$ cat config.mk
export PLATFORM = sky130hd
export DESIGN_NAME = aclink_codec_engine
export DESIGN_NICKNAME = d
export VERILOG_FILES = /design/src/rtl/aclink_pkg.sv /design/src/rtl/aclink_frame_timer.sv /design/src/rtl/aclink_rx_decode.sv /design/src/rtl/aclink_tx_frame.sv /design/src/rtl/aclink_codec_engine.sv
export SDC_FILE = /design/constraint.sdc
export NUM_CORES = 1
export LEC_CHECK = 0
export BUFFER_PORTS_ARGS = -buffer_cell sky130_fd_sc_hd__buf_2
export CAP_MARGIN = 40
export CORE_ASPECT_RATIO = 2
export CORE_MARGIN = 5
export CORE_UTILIZATION = 55
export CTS_CLUSTER_DIAMETER = 200
export DETAILED_ROUTE_END_ITERATION = 7
export PLACE_DENSITY = 0.87
export REMOVE_ABC_BUFFERS = 1
export SLEW_MARGIN = 20
export SYNTH_ARGS = -nofsm -noshare
export SYNTH_HDL_FRONTEND = slang
export SYNTH_SLANG_ARGS = --single-unit
$ cat constraint.sdc
create_clock -name clk -period 7.19 [get_ports clk]
set_clock_uncertainty 0.15 [all_clocks]
set_input_delay 1.0785 -clock clk [delete_from_list [all_inputs] [get_ports clk]]
set_output_delay 1.0785 -clock clk [all_outputs]
set_load 0.02 [all_outputs]
$ cat src/rtl/aclink_pkg.sv
package aclink_pkg;
  localparam int TAG_BITS   = 16;
  localparam int SLOT_BITS  = 20;
  localparam int DATA_SLOTS = 12;
  localparam int PCM_BITS   = 16;
  localparam int ADDR_BITS  = 7;
  localparam int FIRST_PCM  = 3;

  function automatic int tag_pos(input int slot_no, input int tag_w);
    return tag_w - 1 - slot_no;
  endfunction
endpackage

$ cat src/rtl/aclink_frame_timer.sv
module aclink_frame_timer #(
  parameter int TAG_W     = aclink_pkg::TAG_BITS,
  parameter int SLOT_W    = aclink_pkg::SLOT_BITS,
  parameter int NUM_SLOTS = aclink_pkg::DATA_SLOTS
) (
  input  logic clk,
  input  logic rst,
  input  logic sync,
  input  logic sdo,
  output logic start,
  output logic bit_vld,
  output logic slot_last,
  output logic [$clog2(NUM_SLOTS+1)-1:0] slot,
  output logic data_bit
);
  localparam int SIW = $clog2(NUM_SLOTS + 1);
  localparam int BW  = $clog2(SLOT_W);

  logic sync_n, sdo_n, sync_q, active;
  logic [SIW-1:0] slot_q, cur_slot;
  logic [BW-1:0]  bis_q, cur_bis;
  logic q_last, cur_last;

  // falling-edge capture of the serial inputs
  always_ff @(negedge clk) begin
    if (rst) begin
      sync_n <= 1'b0;
      sdo_n  <= 1'b0;
    end else begin
      sync_n <= sync;
      sdo_n  <= sdo;
    end
  end

  always_comb begin
    start    = sync_n & ~sync_q;
    q_last   = (slot_q == '0) ? (bis_q == BW'(TAG_W - 1)) : (bis_q == BW'(SLOT_W - 1));
    cur_slot = slot_q;
    cur_bis  = bis_q;
    bit_vld  = 1'b0;
    if (start) begin
      cur_slot = '0;
      cur_bis  = '0;
      bit_vld  = 1'b1;
    end else if (active) begin
      bit_vld = 1'b1;
      if (q_last) begin
        cur_slot = slot_q + SIW'(1);
        cur_bis  = '0;
      end else begin
        cur_bis = bis_q + BW'(1);
      end
    end
    cur_last = (cur_slot == '0) ? (cur_bis == BW'(TAG_W - 1)) : (cur_bis == BW'(SLOT_W - 1));
  end

  assign slot      = cur_slot;
  assign slot_last = cur_last;
  assign data_bit  = sdo_n;

  always_ff @(posedge clk) begin
    if (rst) begin
      sync_q <= 1'b0;
      active <= 1'b0;
      slot_q <= '0;
      bis_q  <= '0;
    end else begin
      sync_q <= sync_n;
      active <= bit_vld && !(cur_last && cur_slot == SIW'(NUM_SLOTS));
      if (bit_vld) begin
        slot_q <= cur_slot;
        bis_q  <= cur_bis;
      end
    end
  end

  AST_ACTIVE_AFTER_START: assert property (@(posedge clk) disable iff (rst)
    start |=> active);
  AST_SLOT_RANGE: assert property (@(posedge clk) disable iff (rst)
    slot_q <= SIW'(NUM_SLOTS));
endmodule

$ cat src/rtl/aclink_rx_decode.sv
module aclink_rx_decode #(
  parameter int TAG_W     = aclink_pkg::TAG_BITS,
  parameter int SLOT_W    = aclink_pkg::SLOT_BITS,
  parameter int NUM_SLOTS = aclink_pkg::DATA_SLOTS,
  parameter int SAMPLE_W  = aclink_pkg::PCM_BITS,
  parameter int ADDR_W    = aclink_pkg::ADDR_BITS,
  parameter int DATA_W    = aclink_pkg::PCM_BITS
) (
  input  logic clk,
  input  logic rst,
  input  logic bit_vld,
  input  logic slot_last,
  input  logic [$clog2(NUM_SLOTS+1)-1:0] slot,
  input  logic data_bit,
  input  logic codec_ready,
  output logic reg_wr,
  output logic reg_rd,
  output logic [ADDR_W-1:0] reg_addr,
  output logic [DATA_W-1:0] reg_wdata,
  output logic [NUM_SLOTS-3:0] play_stb,
  output logic [(NUM_SLOTS-2)*SAMPLE_W-1:0] play_data
);
  localparam int SIW  = $clog2(NUM_SLOTS + 1);
  localparam int NPCM = NUM_SLOTS - 2;
  localparam int RD_BIT   = SLOT_W - 1;
  localparam int TAG_CMD  = aclink_pkg::tag_pos(1, TAG_W);
  localparam int TAG_WDAT = aclink_pkg::tag_pos(2, TAG_W);

  logic [SLOT_W-1:0] sh, word, cmd_q;
  logic [TAG_W-1:0]  tag_q;
  logic done;

  assign word = {sh[SLOT_W-2:0], data_bit};
  assign done = bit_vld && slot_last;

  always_ff @(posedge clk) begin
    if (rst) begin
      sh        <= '0;
      cmd_q     <= '0;
      tag_q     <= '0;
      reg_wr    <= 1'b0;
      reg_rd    <= 1'b0;
      reg_addr  <= '0;
      reg_wdata <= '0;
    end else begin
      reg_wr <= 1'b0;
      reg_rd <= 1'b0;
      if (bit_vld) sh <= word;
      if (done && slot == '0) tag_q <= word[TAG_W-1:0];
      if (done && slot == SIW'(1)) begin
        cmd_q <= word;
        if (tag_q[TAG_CMD] && codec_ready && word[RD_BIT]) begin
          reg_rd   <= 1'b1;
          reg_addr <= word[RD_BIT-1 -: ADDR_W];
        end
      end
      if (done && slot == SIW'(2) && tag_q[TAG_CMD] && tag_q[TAG_WDAT]
          && codec_ready && !cmd_q[RD_BIT]) begin
        reg_wr    <= 1'b1;
        reg_addr  <= cmd_q[RD_BIT-1 -: ADDR_W];
        reg_wdata <= word[SLOT_W-1 -: DATA_W];
      end
    end
  end

  for (genvar j = 0; j < NPCM; j++) begin : g_play
    logic stb_r;
    logic [SAMPLE_W-1:0] dat_r;
    always_ff @(posedge clk) begin
      if (rst) begin
        stb_r <= 1'b0;
        dat_r <= '0;
      end else if (done && slot == SIW'(j + aclink_pkg::FIRST_PCM)
                   && tag_q[aclink_pkg::tag_pos(j + aclink_pkg::FIRST_PCM, TAG_W)]) begin
        stb_r <= 1'b1;
        dat_r <= word[SLOT_W-1 -: SAMPLE_W];
      end else begin
        stb_r <= 1'b0;
      end
    end
    assign play_stb[j] = stb_r;
    assign play_data[j*SAMPLE_W +: SAMPLE_W] = dat_r;
  end

  AST_CMD_EXCLUSIVE: assert property (@(posedge clk) disable iff (rst)
    !(reg_wr && reg_rd));
  AST_WR_NEEDS_READY: assert property (@(posedge clk) disable iff (rst)
    reg_wr |-> $past(codec_ready));
  AST_RD_NEEDS_READY: assert property (@(posedge clk) disable iff (rst)
    reg_rd |-> $past(codec_ready));
endmodule

$ cat src/rtl/aclink_tx_frame.sv
module aclink_tx_frame #(
  parameter int TAG_W     = aclink_pkg::TAG_BITS,
  parameter int SLOT_W    = aclink_pkg::SLOT_BITS,
  parameter int NUM_SLOTS = aclink_pkg::DATA_SLOTS,
  parameter int SAMPLE_W  = aclink_pkg::PCM_BITS,
  parameter int ADDR_W    = aclink_pkg::ADDR_BITS,
  parameter int DATA_W    = aclink_pkg::PCM_BITS
) (
  input  logic clk,
  input  logic rst,
  input  logic start,
  input  logic bit_vld,
  input  logic codec_ready,
  input  logic [(NUM_SLOTS-2)*SAMPLE_W-1:0] cap_data,
  input  logic [NUM_SLOTS-3:0] cap_valid,
  input  logic rd_fire,
  input  logic [ADDR_W-1:0] rd_addr,
  input  logic [DATA_W-1:0] rd_data,
  output logic sdata_in
);
  localparam int NPCM    = NUM_SLOTS - 2;
  localparam int FRAME_W = TAG_W + NUM_SLOTS * SLOT_W;
  localparam int BODY_HI = FRAME_W - TAG_W - 1;

  logic rd_q, pend;
  logic [ADDR_W-1:0] pend_addr;
  logic [DATA_W-1:0] pend_data;
  logic [FRAME_W-1:0] frame_v, sh;
  logic [TAG_W-1:0] tag_w;

  // read response holding register; a capture outranks the frame-start clear
  always_ff @(posedge clk) begin
    if (rst) begin
      rd_q      <= 1'b0;
      pend      <= 1'b0;
      pend_addr <= '0;
      pend_data <= '0;
    end else begin
      rd_q <= rd_fire;
      if (rd_q) begin
        pend      <= 1'b1;
        pend_addr <= rd_addr;
        pend_data <= rd_data;
      end else if (start) begin
        pend <= 1'b0;
      end
    end
  end

  always_comb begin
    tag_w = '0;
    tag_w[TAG_W-1] = codec_ready;
    tag_w[aclink_pkg::tag_pos(1, TAG_W)] = pend;
    tag_w[aclink_pkg::tag_pos(2, TAG_W)] = pend;
    for (int j = 0; j < NPCM; j++)
      tag_w[aclink_pkg::tag_pos(j + aclink_pkg::FIRST_PCM, TAG_W)] = cap_valid[j];
    frame_v = '0;
    frame_v[FRAME_W-1 -: TAG_W] = tag_w;
    if (pend) begin
      frame_v[BODY_HI -: SLOT_W] = {1'b0, pend_addr, {(SLOT_W-1-ADDR_W){1'b0}}};
      frame_v[BODY_HI-SLOT_W -: SLOT_W] = {pend_data, {(SLOT_W-DATA_W){1'b0}}};
    end
    for (int j = 0; j < NPCM; j++)
      if (cap_valid[j])
        frame_v[BODY_HI-(j+2)*SLOT_W -: SLOT_W] =
          {cap_data[j*SAMPLE_W +: SAMPLE_W], {(SLOT_W-SAMPLE_W){1'b0}}};
  end

  always_ff @(posedge clk) begin
    if (rst) begin
      sh       <= '0;
      sdata_in <= 1'b0;
    end else if (start) begin
      sdata_in <= frame_v[FRAME_W-1];
      sh       <= {frame_v[FRAME_W-2:0], 1'b0};
    end else if (bit_vld) begin
      sdata_in <= sh[FRAME_W-1];
      sh       <= {sh[FRAME_W-2:0], 1'b0};
    end else begin
      sdata_in <= 1'b0;
    end
  end

  AST_READY_LEADS: assert property (@(posedge clk) disable iff (rst)
    start |=> (sdata_in == $past(codec_ready)));
  AST_QUIET_IDLE: assert property (@(posedge clk) disable iff (rst)
    !bit_vld |=> !sdata_in);
endmodule

$ cat src/rtl/aclink_codec_engine.sv
module aclink_codec_engine #(
  parameter int TAG_W     = aclink_pkg::TAG_BITS,
  parameter int SLOT_W    = aclink_pkg::SLOT_BITS,
  parameter int NUM_SLOTS = aclink_pkg::DATA_SLOTS,
  parameter int SAMPLE_W  = aclink_pkg::PCM_BITS,
  parameter int ADDR_W    = aclink_pkg::ADDR_BITS,
  parameter int DATA_W    = aclink_pkg::PCM_BITS
) (
  input  logic clk,
  input  logic rst,
  input  logic sync,
  input  logic sdata_out,
  output logic sdata_in,
  input  logic codec_ready,
  input  logic [(NUM_SLOTS-2)*SAMPLE_W-1:0] cap_data,
  input  logic [NUM_SLOTS-3:0] cap_valid,
  output logic [(NUM_SLOTS-2)*SAMPLE_W-1:0] play_data,
  output logic [NUM_SLOTS-3:0] play_stb,
  output logic reg_wr,
  output logic reg_rd,
  output logic [ADDR_W-1:0] reg_addr,
  output logic [DATA_W-1:0] reg_wdata,
  input  logic [DATA_W-1:0] reg_rdata
);
  localparam int SIW = $clog2(NUM_SLOTS + 1);

  logic start, bit_vld, slot_last, data_bit;
  logic [SIW-1:0] slot;

  aclink_frame_timer #(.TAG_W(TAG_W), .SLOT_W(SLOT_W), .NUM_SLOTS(NUM_SLOTS)) u_timer (
    .clk(clk), .rst(rst), .sync(sync), .sdo(sdata_out), .start(start),
    .bit_vld(bit_vld), .slot_last(slot_last), .slot(slot), .data_bit(data_bit));

  aclink_rx_decode #(.TAG_W(TAG_W), .SLOT_W(SLOT_W), .NUM_SLOTS(NUM_SLOTS),
    .SAMPLE_W(SAMPLE_W), .ADDR_W(ADDR_W), .DATA_W(DATA_W)) u_rx (
    .clk(clk), .rst(rst), .bit_vld(bit_vld), .slot_last(slot_last), .slot(slot),
    .data_bit(data_bit), .codec_ready(codec_ready), .reg_wr(reg_wr), .reg_rd(reg_rd),
    .reg_addr(reg_addr), .reg_wdata(reg_wdata), .play_stb(play_stb), .play_data(play_data));

  aclink_tx_frame #(.TAG_W(TAG_W), .SLOT_W(SLOT_W), .NUM_SLOTS(NUM_SLOTS),
    .SAMPLE_W(SAMPLE_W), .ADDR_W(ADDR_W), .DATA_W(DATA_W)) u_tx (
    .clk(clk), .rst(rst), .start(start), .bit_vld(bit_vld), .codec_ready(codec_ready),
    .cap_data(cap_data), .cap_valid(cap_valid), .rd_fire(reg_rd), .rd_addr(reg_addr),
    .rd_data(reg_rdata), .sdata_in(sdata_in));

  AST_PLAY_ONEHOT: assert property (@(posedge clk) disable iff (rst)
    $onehot0(play_stb));
endmodule

==> key figures <==
Final layout
  – Most common library cell in the layout ignoring fill and taps: nor2_1
  – Multi-input logic area: 10300 um2
  – Fraction of layout instances using a drive strength above 1: 19.2%
  – Non-Filler Instances: 3188
  – FF+latch area: 10600 um2
  – Highest-count cells in the layout ignoring fill and taps: nor2_1 (562), dfxtp_1 (526), mux2i_1 (418)
  – Fillers: 3077
  – Synth-to-Final Area Change: 16.3%
  – Final nets: 2818

Floorplanning
  – DIE WIDTH: 151 um
  – Placement Rows: 103
  – # IOs: 387
  – Die height: 291 um
  – Starting density of the core: 55.4%
  – Full die area: 43900 um2
  – Floorplan core area: 39300 um2

Yosys
  – Synthesized-area fraction occupied by ao, oa, aoi and oai cells: 9.87%
  – Seq cells post-synth: 527
  – Distinct cell type count after synthesis: 62
  – Post-synthesis async set-or-reset flop share: 0%
  – Post-synth design cell area: 21800 um2
  – Dominant combinational cell family by area after synthesis: multiplexers
  – Number of warnings printed during yosys synthesis: 0
  – Share of the yosys chip area belonging to registers: 48.4%
  – Multiplexer share of the synthesized area: 19.3%
  – Simple-gate area share of the yosys netlist: 17.4%
  – Xor-xnor portion of the synthesized cell area: 0.241%
  – Main flop type after synthesis: dfxtp_1
  – Mean Syn Cell Area: 9.10 um2
  – Synthesized netlist cell count: 2393
  – Area share of fa/ha/maj cells after synthesis: 0.172%
  – Number of flops mapped to enable cells by yosys: 0

Timing
  – Unrepaired setup endpoints after global routing: no
  – Slew headroom: 23.7%
  – Number of hold-slack violations in the final timing report: 0
  – Max Slew Vio Count: 0
  – Worst-case setup margin in the final layout: 524 ps
  – Setup total negative slack: 0 ps
  – Setup violators final: 0
  – Tightest Pin Transition: 1140 ps

Place
  – Estimated wirelength of the detail-placed design: 40.2 mm
  – Number of placed instances with taps included: 3098
  – Gpl congestion: 0.879
  – Worst slack, placed: 554 ps
  – Port Buffer Count: 386

Power
  – Power density over the cells: 233 nW/um2
  – Part of the total power dissipated in the clock network: 43.4%
  – VDD IR-drop max: 0.243 mV
  – Switch share: 22.3%
  – Leakage power total: 10.9 nW
  – Share of power burned in combinational logic: 6.1%
  – Total power: 5.90 mW
  – Internal power component: 4.58 mW
  – Part of the power in registers: 50.5%
  – Sw Pwr: 1.31 mW

Critical path
  – Worst path slowest cell: nor2b_4
  – Worst Path Class, Setup: reg -> reg
  – CP required: 7510 ps
  – Highest net fanout along the worst path: 23
  – Reg-to-reg slack, setup: 520 ps
  – Buffers & Inverters on Critical Path: 1
  – Largest stage delay on the critical path: 560 ps
  – CP endpoint kind: flop
  – CP delay by family, top: simple AND/OR/NAND/NOR gates
  – Crit path launch type: flop
  – Worst EP arrival: 6990 ps
  – Worst-path cell chain: nor2b_4, a311o_1, a31oi_4, nor3_4, buf_4, a22o_4, nand4_4, mux2i_1

Clocking
  – Buffer levels on the longest clock path: 3
  – Cell at the root of the clock tree: clkbuf_16
  – Number of resized instances in the post-cts repair step: 0
  – CTS tree: done
  – CTS buffer count: 45
  – Post-cts hold buffer count: 0
  – Clock Sink Count: 527
  – Clk pin slew, worst setup/hold paths: 70 ps
  – Clock network latency to the later pin of the worst-skew pair: 590 ps
  – Number of setup buffers added after CTS: 0
  – Level count of the clock H-tree: 2

Global route
  – Busiest grt layer: met2
  – Antenna violations before repair: 4
  – Largest net degree at the start of global routing: 207
  – Global Route met1 Usage: 26.1%
  – Global routing usage on met3: 5.42%
  – Via count of the first global-routing pass: 18213
  – Global router's overall resource usage: 25.6%
  – Remaining global-route overflow: 0
  – Met2 track demand over resource in global routing: 46.5%
  – First-pass GRT wire length: 91.8 mm

Run status
  – Result of the run: completed

Routing
  – Drt pass-1 iters: 5
  – Routed Wire Length: 58.6 mm
  – Number of DRC violations after detailed-routing iteration 0: 933
  – Vias per std cell: 5.64
  – DRC violation count after routing: 0
  – Via count: 17966
  – Routed len/inst: 18.4 um
  – Remaining antenna violation count: 0

Flow run
  – Maxcap violations: 0

Worst hold path
  – Path class of the lowest-slack min-delay path: reg -> reg
-- final timing paths --
check	startpoint	to	cells past startpoint
worst max-delay path	u_timer.sync_n	u_rx.g_play[4].dat_r[9]	8
worst min-delay path	u_rx.g_play[7].dat_r[15]	u_rx.g_play[7].dat_r[15]	2
worst max register to register	u_timer.sync_n	u_rx.g_play[4].dat_r[9]	8
worst min register to register	u_rx.g_play[7].dat_r[15]	u_rx.g_play[7].dat_r[15]	2
-- logic make-up after synthesis --
group,Yosys count
mux,420
simple gates,871
flops,527
fa+ha+maj,3
compound gates,336
xor+xnor,6
buf+inv,230
-- flip-flops by register name, summed over array words and instances (netlist names), 4 cells and up --
register           cells
u_rx.g_play.stb_r     10
u_tx.pend_addr         7
u_rx.reg_addr          7
u_tx.sh              254
u_rx.g_play.dat_r    160
u_rx.sh               19
u_rx.cmd_q             8
u_rx.reg_wdata        16
u_timer.bis_q          5
u_tx.pend_data        16
u_rx.tag_q            12
u_timer.slot_q         4
-- worst reg2reg max path: stages, from the launching register on --
cell,delay (ps)
dfxtp_1,340
nor2b_4,560
a311o_1,300
a31oi_4,70
nor3_4,200
buf_4,230
a22o_4,330
nand4_4,430
mux2i_1,350
-- area by class of cell --
class,count,share of cell area [%]
clock buffer,70,5.66
antenna,4,0.0395
inverter,3,0.0444
tap,525,2.59
timing repair buffer,409,8.88
sequential,527,41.6
multi-input combinational,1636,40.5
clock inverter,14,0.607
-- cells in the mapped netlist (3+ instances only) --
master | count | share of area, %
nor2_1 | 563 | 9.7
dfxtp_1 | 527 | 48
mux2i_1 | 418 | 19
a31oi_1 | 184 | 5.3
clkbuf_1 | 160 | 2.8
nand2_1 | 124 | 2.1
nand2b_1 | 83 | 2.4
a21oi_1 | 81 | 1.9
buf_1 | 31 | 0.53
nand4_1 | 26 | 0.75
nand3_1 | 24 | 0.55
o21ai_1 | 16 | 0.37
buf_4 | 15 | 0.52
buf_2 | 12 | 0.28
o21ai_0 | 12 | 0.28
a211oi_1 | 11 | 0.38
a311oi_1 | 8 | 0.32
nor2b_1 | 8 | 0.23
buf_6 | 7 | 0.36
and2_1 | 6 | 0.17
nor3_1 | 6 | 0.14
and3_1 | 5 | 0.14
nor3b_1 | 4 | 0.14
ha_1 | 3 | 0.17
inv_1 | 3 | 0.052
nand4b_1 | 3 | 0.12
o2111ai_4 | 3 | 0.36
o211ai_1 | 3 | 0.10
or3_1 | 3 | 0.086
xnor2_1 | 3 | 0.12
xor2_1 | 3 | 0.12
-- metal layers --
metal / vias up / wire, um
li1: 8671 / -
met2: 663 / 30200
met1: 8421 / 20500
met4: 0 / 3830
met3: 211 / 4060
met5: - / 0
-- power groups by stage --
stage          logic, mW  registers [mW]  clock network [mW]
4_1_cts            0.344            2.98                2.61
3_3_place_gp       0.329            3.05             0.00261
3_5_place_dp       0.342            3.05             0.00261
6_report           0.358            2.98                2.56
5_1_grt            0.389            2.98                2.73
2_1_floorplan      0.248            3.07             0.00261
-- through the flow --
| step | hold slack [ps] | cell area (um2) | util, % |
|---|---|---|---|
| 2_1_floorplan | 276 | 20800 | - |
| 3_3_place_gp | 288 | 23600 | 60.0 |
| 3_5_place_dp | 294 | 23700 | 60.2 |
| 4_1_cts | 304 | 25300 | 64.3 |
| 5_1_grt | 321 | 25300 | 64.5 |
| 6_report | 302 | 25300 | 64.5 |
Note: power is estimated with default switching activity, not from simulation.
